## src/rtl/gpio_evt_pkg.sv

```systemverilog
package gpio_evt_pkg;
  typedef enum logic [3:0] {
    MD_OFF      = 4'h0,
    MD_DMA_RISE = 4'h1,
    MD_DMA_FALL = 4'h2,
    MD_DMA_BOTH = 4'h3,
    MD_IRQ_LOW  = 4'h8,
    MD_IRQ_RISE = 4'h9,
    MD_IRQ_FALL = 4'hA,
    MD_IRQ_BOTH = 4'hB,
    MD_IRQ_HIGH = 4'hC
  } evt_mode_e;

  localparam int MODE_LSB  = 16;
  localparam int MODE_W    = 4;
  localparam int FLAG_BIT  = 24;
  localparam int OFS_DOUT  = 'h00;
  localparam int OFS_PIN   = 'h10;
  localparam int OFS_DIR   = 'h14;
  localparam int OFS_FLAGS = 'hA0;
endpackage

```

## src/rtl/gpio_sync.sv

```systemverilog
module gpio_sync #(
  parameter int W = 32
) (
  input  logic         clk_i,
  input  logic         rst_ni,
  input  logic [W-1:0] d_i,
  output logic [W-1:0] q_o
);
  logic [W-1:0] s1_q, s2_q;

  always_ff @(posedge clk_i or negedge rst_ni) begin
    if (!rst_ni) begin
      s1_q <= '0;
      s2_q <= '0;
    end else begin
      s1_q <= d_i;
      s2_q <= s1_q;
    end
  end

  assign q_o = s2_q;
endmodule

```

## src/rtl/gpio_pin_det.sv

```systemverilog
module gpio_pin_det
  import gpio_evt_pkg::*;
(
  input  logic       clk_i,
  input  logic       rst_ni,
  input  logic       in_i,
  input  logic [3:0] mode_i,
  input  logic       clr_i,
  output logic       ev_o,
  output logic       flag_o,
  output logic       irq_sel_o,
  output logic       dma_sel_o
);
  logic prev_q, flag_q, rise, fall;

  assign rise = in_i & ~prev_q;
  assign fall = ~in_i & prev_q;

  always_comb begin
    ev_o      = 1'b0;
    irq_sel_o = 1'b0;
    dma_sel_o = 1'b0;
    case (evt_mode_e'(mode_i))
      MD_DMA_RISE: begin ev_o = rise;        dma_sel_o = 1'b1; end
      MD_DMA_FALL: begin ev_o = fall;        dma_sel_o = 1'b1; end
      MD_DMA_BOTH: begin ev_o = rise | fall; dma_sel_o = 1'b1; end
      MD_IRQ_LOW:  begin ev_o = ~in_i;       irq_sel_o = 1'b1; end
      MD_IRQ_RISE: begin ev_o = rise;        irq_sel_o = 1'b1; end
      MD_IRQ_FALL: begin ev_o = fall;        irq_sel_o = 1'b1; end
      MD_IRQ_BOTH: begin ev_o = rise | fall; irq_sel_o = 1'b1; end
      MD_IRQ_HIGH: begin ev_o = in_i;        irq_sel_o = 1'b1; end
      default: ;
    endcase
  end

  always_ff @(posedge clk_i or negedge rst_ni) begin
    if (!rst_ni) begin
      prev_q <= 1'b0;
      flag_q <= 1'b0;
    end else begin
      prev_q <= in_i;
      flag_q <= ev_o | (flag_q & ~clr_i);  // set wins
    end
  end

  assign flag_o = flag_q;
endmodule

```

## src/rtl/gpio_evt_port.sv

```systemverilog
module gpio_evt_port
  import gpio_evt_pkg::*;
#(
  parameter int N_PIN = 32,
  parameter int AW    = 8,
  parameter int DW    = 32
) (
  input  logic             clk_i,
  input  logic             rst_ni,
  input  logic             req_i,
  input  logic             we_i,
  input  logic             space_i,
  input  logic [AW-1:0]    addr_i,
  input  logic [DW-1:0]    wdata_i,
  output logic [DW-1:0]    rdata_o,
  input  logic [N_PIN-1:0] pin_i,
  output logic [N_PIN-1:0] pin_o,
  output logic [N_PIN-1:0] pin_oe_o,
  input  logic             dma_ack_i,
  output logic             irq_o,
  output logic             dma_req_o
);
  localparam int IDX_W    = (N_PIN > 1) ? $clog2(N_PIN) : 1;
  localparam int CTRL_END = N_PIN * 4;

  logic [N_PIN-1:0] dout_q, dir_q, pin_s;
  logic [N_PIN-1:0] flag_q, ev_v, clr_v, irq_sel, dma_sel;
  logic [MODE_W-1:0] mode_q [N_PIN];
  logic wr, data_we, evt_we, ctrl_hit, ctrl_we, stat_we;
  logic [IDX_W-1:0] ctrl_idx;

  assign wr       = req_i & we_i;
  assign data_we  = wr & ~space_i;
  assign evt_we   = wr & space_i;
  assign ctrl_hit = (addr_i < AW'(CTRL_END)) && (addr_i[1:0] == 2'b00);
  assign ctrl_idx = addr_i[IDX_W+1:2];
  assign ctrl_we  = evt_we & ctrl_hit;
  assign stat_we  = evt_we & (addr_i == AW'(OFS_FLAGS));

  always_ff @(posedge clk_i or negedge rst_ni) begin
    if (!rst_ni) begin
      dout_q <= '0;
      dir_q  <= '0;
    end else if (data_we) begin
      if (addr_i == AW'(OFS_DOUT)) dout_q <= wdata_i[N_PIN-1:0];
      if (addr_i == AW'(OFS_DIR))  dir_q  <= wdata_i[N_PIN-1:0];
    end
  end

  gpio_sync #(.W(N_PIN)) u_sync (
    .clk_i (clk_i),
    .rst_ni(rst_ni),
    .d_i   (pin_i),
    .q_o   (pin_s)
  );

  for (genvar i = 0; i < N_PIN; i++) begin : g_pin
    always_ff @(posedge clk_i or negedge rst_ni) begin
      if (!rst_ni)                                mode_q[i] <= '0;
      else if (ctrl_we && ctrl_idx == IDX_W'(i))  mode_q[i] <= wdata_i[MODE_LSB +: MODE_W];
    end

    assign clr_v[i] = (stat_we & wdata_i[i])
                    | (ctrl_we & (ctrl_idx == IDX_W'(i)) & wdata_i[FLAG_BIT])
                    | (dma_ack_i & dma_sel[i]);

    gpio_pin_det u_det (
      .clk_i    (clk_i),
      .rst_ni   (rst_ni),
      .in_i     (pin_s[i]),
      .mode_i   (mode_q[i]),
      .clr_i    (clr_v[i]),
      .ev_o     (ev_v[i]),
      .flag_o   (flag_q[i]),
      .irq_sel_o(irq_sel[i]),
      .dma_sel_o(dma_sel[i])
    );
  end

  always_comb begin
    rdata_o = '0;
    if (!space_i) begin
      if (addr_i == AW'(OFS_DOUT)) rdata_o[N_PIN-1:0] = dout_q;
      if (addr_i == AW'(OFS_PIN))  rdata_o[N_PIN-1:0] = pin_s;
      if (addr_i == AW'(OFS_DIR))  rdata_o[N_PIN-1:0] = dir_q;
    end else if (ctrl_hit) begin
      rdata_o[MODE_LSB +: MODE_W] = mode_q[ctrl_idx];
      rdata_o[FLAG_BIT]           = flag_q[ctrl_idx];
    end else if (addr_i == AW'(OFS_FLAGS)) begin
      rdata_o[N_PIN-1:0] = flag_q;
    end
  end

  assign pin_o     = dout_q;
  assign pin_oe_o  = dir_q;
  assign irq_o     = |(flag_q & irq_sel);
  assign dma_req_o = |(flag_q & dma_sel);
endmodule

```

## config.mk

```make
export PLATFORM = sky130hd
export DESIGN_NAME = gpio_evt_port
export DESIGN_NICKNAME = d
export VERILOG_FILES = /design/src/rtl/gpio_evt_pkg.sv /design/src/rtl/gpio_sync.sv /design/src/rtl/gpio_pin_det.sv /design/src/rtl/gpio_evt_port.sv
export SDC_FILE = /design/constraint.sdc
export NUM_CORES = 1
export LEC_CHECK = 0
export BUFFER_PORTS_ARGS = -buffer_cell sky130_fd_sc_hd__buf_2
export CORE_MARGIN = 8
export CORE_UTILIZATION = 53
export DETAILED_ROUTE_END_ITERATION = 12
export PLACE_DENSITY = 0.73
export SETUP_SLACK_MARGIN = 0.1
export SLEW_MARGIN = 10
export SYNTH_ARGS = -nofsm -noshare
export SYNTH_HDL_FRONTEND = slang
export SYNTH_SLANG_ARGS = --single-unit
export TNS_END_PERCENT = 30
```

## constraint.sdc

```tcl
create_clock -name clk_i -period 3.7 [get_ports clk_i]
set_input_delay 0 -clock clk_i [delete_from_list [all_inputs] [get_ports clk_i]]
set_output_delay 0 -clock clk_i [all_outputs]
set_load 0.1 [all_outputs]
```

==> flow_summary.ini <==
[outcome]
outcome = completed

[setup_path]
cp.arrival_ns = 3.09
reg2reg_to = g_pin[13].u_det.flag_o$_DFF_PN0_
start_kind = flip-flop
crit_type = reg -> out
worstSetupEndpointType = output port
reg2reg_depth = 7
reg2reg_from = u_sync.q_o[13]$_DFF_PN0_
crit_fanout = 10
crit_required_ns = 3.70
worst-r2r-setup-slack_ns = 1.91
setup.worst_path.start = mode_q[20]$_DFFE_PN0N_

[drt]
vias = 14300
via_per_inst = 6.55
firstDrtPassIters = 6
drt_iter0_markers = 1643
ant_nets = 0
finalWirelength_um = 54400
drc = 0
wl_per_cell_um = 24.8

[cts]
cts_buffer_depth = 3
worstSkewPairLatency_ns = 0.52
cts-root-buf = clkbuf_16
cts.sinks = 320
cts_max_level = 2
clkTransAtPathRegs_ns = 0.06
cts_resized = 0
cts_made_buffers = 36
cts_tree = built

[cells_and_area]
fill_cells = 2567
nets = 1897
fin_cells = 2191
drive_above_1_share = 0.274
final-seq-area_mm2 = 0.00801
area_growth_pct = 17.5
multiInputGateArea_mm2 = 0.00834

[timing]
clock_skew_ns = 0.0125
relSlewSlack = 0.293
tightest_slew_ns = 1.06
drv_slew = 0
finalSetupTns_ns = 0
fin_ws_ns = 0.607
period_minus_slack_ns = 3.09
final_hold_viol_count = 0
rsz0062_at_grt = false
post-route-period-util = 0.836
hold_ws_ns = 0.0544
maxClockFrequency_ghz = 0.323
setup_viol = 0

[pwr]
total_power_w = 0.00838
vdd_drop_max_mv = 0.370
p_leak_nw = 9.52
pwr_density_cell_mw_per_mm2 = 415

[floorplan]
pin_count = 176
dieHeight_um = 196
die_w_um = 196
fp.dieArea_mm2 = 0.0384
initial_core_util = 0.533
coreArea_mm2 = 0.0322
row_count = 66

[synth]
synth_top_area_cell = dfrtp_1
yosysSeqAreaShare = 0.466
syn_area_mm2 = 0.0172
netlist.area_leader.share = 0.466
synth_warnings = 0
synthCells = 1542
synthArstFlopShare = 1.00
avgSynthCellArea_um2 = 11.1
synth.area.top_cells = dfrtp_1 (47%), mux2_2 (12%), ha_1 (4.7%)
synth_fp_nets = 1684
synth_ff_type = dfrtp_1
ys_ff_latch = 320
synth_edf_count = 0
ys_types = 56

[min_path]
hold_class = in -> reg
min_to = g_pin[24].u_det.flag_o$_DFF_PN0_
worstHoldStart = dma_ack_i
min_delay_path_depth = 3

[place]
gp_congestion = 0.993
dp_hpwl_um = 38100
port_buffers = 175
dp.cells = 2065
post-place-ws_ns = 1.01

[flow_run]
drv_cap = 0

[global_routing]
grt_start_max_net_pins = 110
grt.total_usage = 0.280
grt_antenna_before_repair = 2
overflow = 0
grt_pass1_wl_um = 84700
grt_pass1_vias = 14400
==> power by group <==
| group | total (W) | internal (W) | leakage (nW) | switching (W) |
|---|---|---|---|---|
| combinational | 0.000905 | 0.000363 | 4.81 | 0.000542 |
| clock | 0.00357 | 0.00216 | 0.581 | 0.00142 |
| sequential | 0.00390 | 0.00365 | 4.13 | 0.000244 |
| total | 0.00838 | 0.00617 | 9.52 | 0.00220 |
==> cells in the mapped netlist (2+ instances only) <==
cell type and count:
a221oi_1 47, nand2b_1 3, o2111ai_1 4, nor4_4 2, buf_1 5, or3_1 2
nor2b_1 2, o31ai_1 3, or4_1 3, inv_1 123, dfrtp_1 320, a311o_1 18
mux2i_1 52, nand4_1 12, o41ai_1 14, nand3b_1 21, buf_2 10, a211oi_1 18
nand3_1 47, mux2_2 184, a222oi_1 33, a21oi_1 52, nor2_1 88, nor3_2 7
and2_1 2, buf_4 8, ha_1 64, nor4_2 3, nor4_1 2, o221ai_1 9
a2bb2oi_1 3, o21ai_0 139, nand2_1 63, buf_6 3, nand3_2 2, mux2_1 4
nor3_1 32, a211o_1 11, o211ai_1 12, clkbuf_1 58, a221o_1 5, mux4_2 32
a22oi_1 7
==> cells by family after synthesis <==
family,share of synthesized area
AO/OA/AOI/OAI,0.153
adder cells (fa/ha/maj),0.0466
buffers and inverters,0.0490
flip-flops,0.466
multiplexers,0.196
AND/OR/NAND/NOR,0.0891
==> placed cells by master (no fill, tap or decap), types with 4 or more instances in the layout <==
cell	n
mux2i_1	52
mux4_2	32
a221o_1	5
nand3_1	47
buf_4	24
a211o_1	11
o41ai_1	14
nand2_1	61
mux2_2	184
clkinv_2	6
dfrtp_1	320
nand3b_1	21
buf_2	173
a22oi_1	7
nor3_2	7
o2111ai_1	4
nand4_1	12
mux2_1	4
a221oi_1	47
dlygate4sd3_1	60
a222oi_1	33
ha_1	64
inv_1	123
nor3_1	32
a211oi_1	18
o21ai_0	139
o221ai_1	9
a311o_1	18
clkbuf_16	37
nor2_1	88
clkbuf_8	5
clkbuf_1	12
a21oi_1	52
o211ai_1	12
==> worst max path at each step <==
stage	endpoint	slack, ns	cells after the start
4_1_cts	dma_req_o	0.66	5
3_5_place_dp	pin_oe_o[25]$_DFFE_PN0P_	1.01	6
2_1_floorplan	rdata_o[29]	0.19	5
6_report	dma_req_o	0.61	5
5_1_grt	dma_req_o	0.56	6
3_3_place_gp	pin_oe_o[25]$_DFFE_PN0P_	1.04	6
==> final cells by class <==
cell class              count  area share
multi-input cells        1015       0.413
clock inverters            11     0.00682
well taps                 408      0.0253
flip-flops and latches    320       0.397
diodes                      1    0.000124
clock buffers              54      0.0515
repair buffers            259      0.0833
inverters                 123      0.0229
==> critical path, cell delays in order, from the launching register on <==
cell and delay [ns]:
dfrtp_1 0.51, o211ai_1 0.35, o2111ai_1 0.31, or4_1 0.55
or4_1 0.51, buf_2 0.34
==> layer usage <==
metal  GRT usage  wire length [µm]
met4       0.115              2350
met1       0.373             22000
met5           0                13
met3      0.0596              5110
met2       0.441             24900
==> registers in the layout, summed over array words and instances, names as in the netlist <==
register	count
u_sync.s1_q	32
u_sync.q_o	32
g_pin.u_det.flag_o	32
mode_q	128
g_pin.u_det.prev_q	32
pin_o	32
pin_oe_o	32
==> timing repair <==
item | CTS | global route
setup buffers | 0 | 0
hold buffers | 60 | 0
hold endpoints to repair | 214 | 0
==> metrics by stage <==
step,cell area (µm²),utilization
after floorplan,17200,-
after global placement,18400,0.571
after detailed placement,18400,0.571
after CTS,20200,0.627
after global routing,20200,0.627
final,20200,0.627
(Power assumes the default switching activity.)
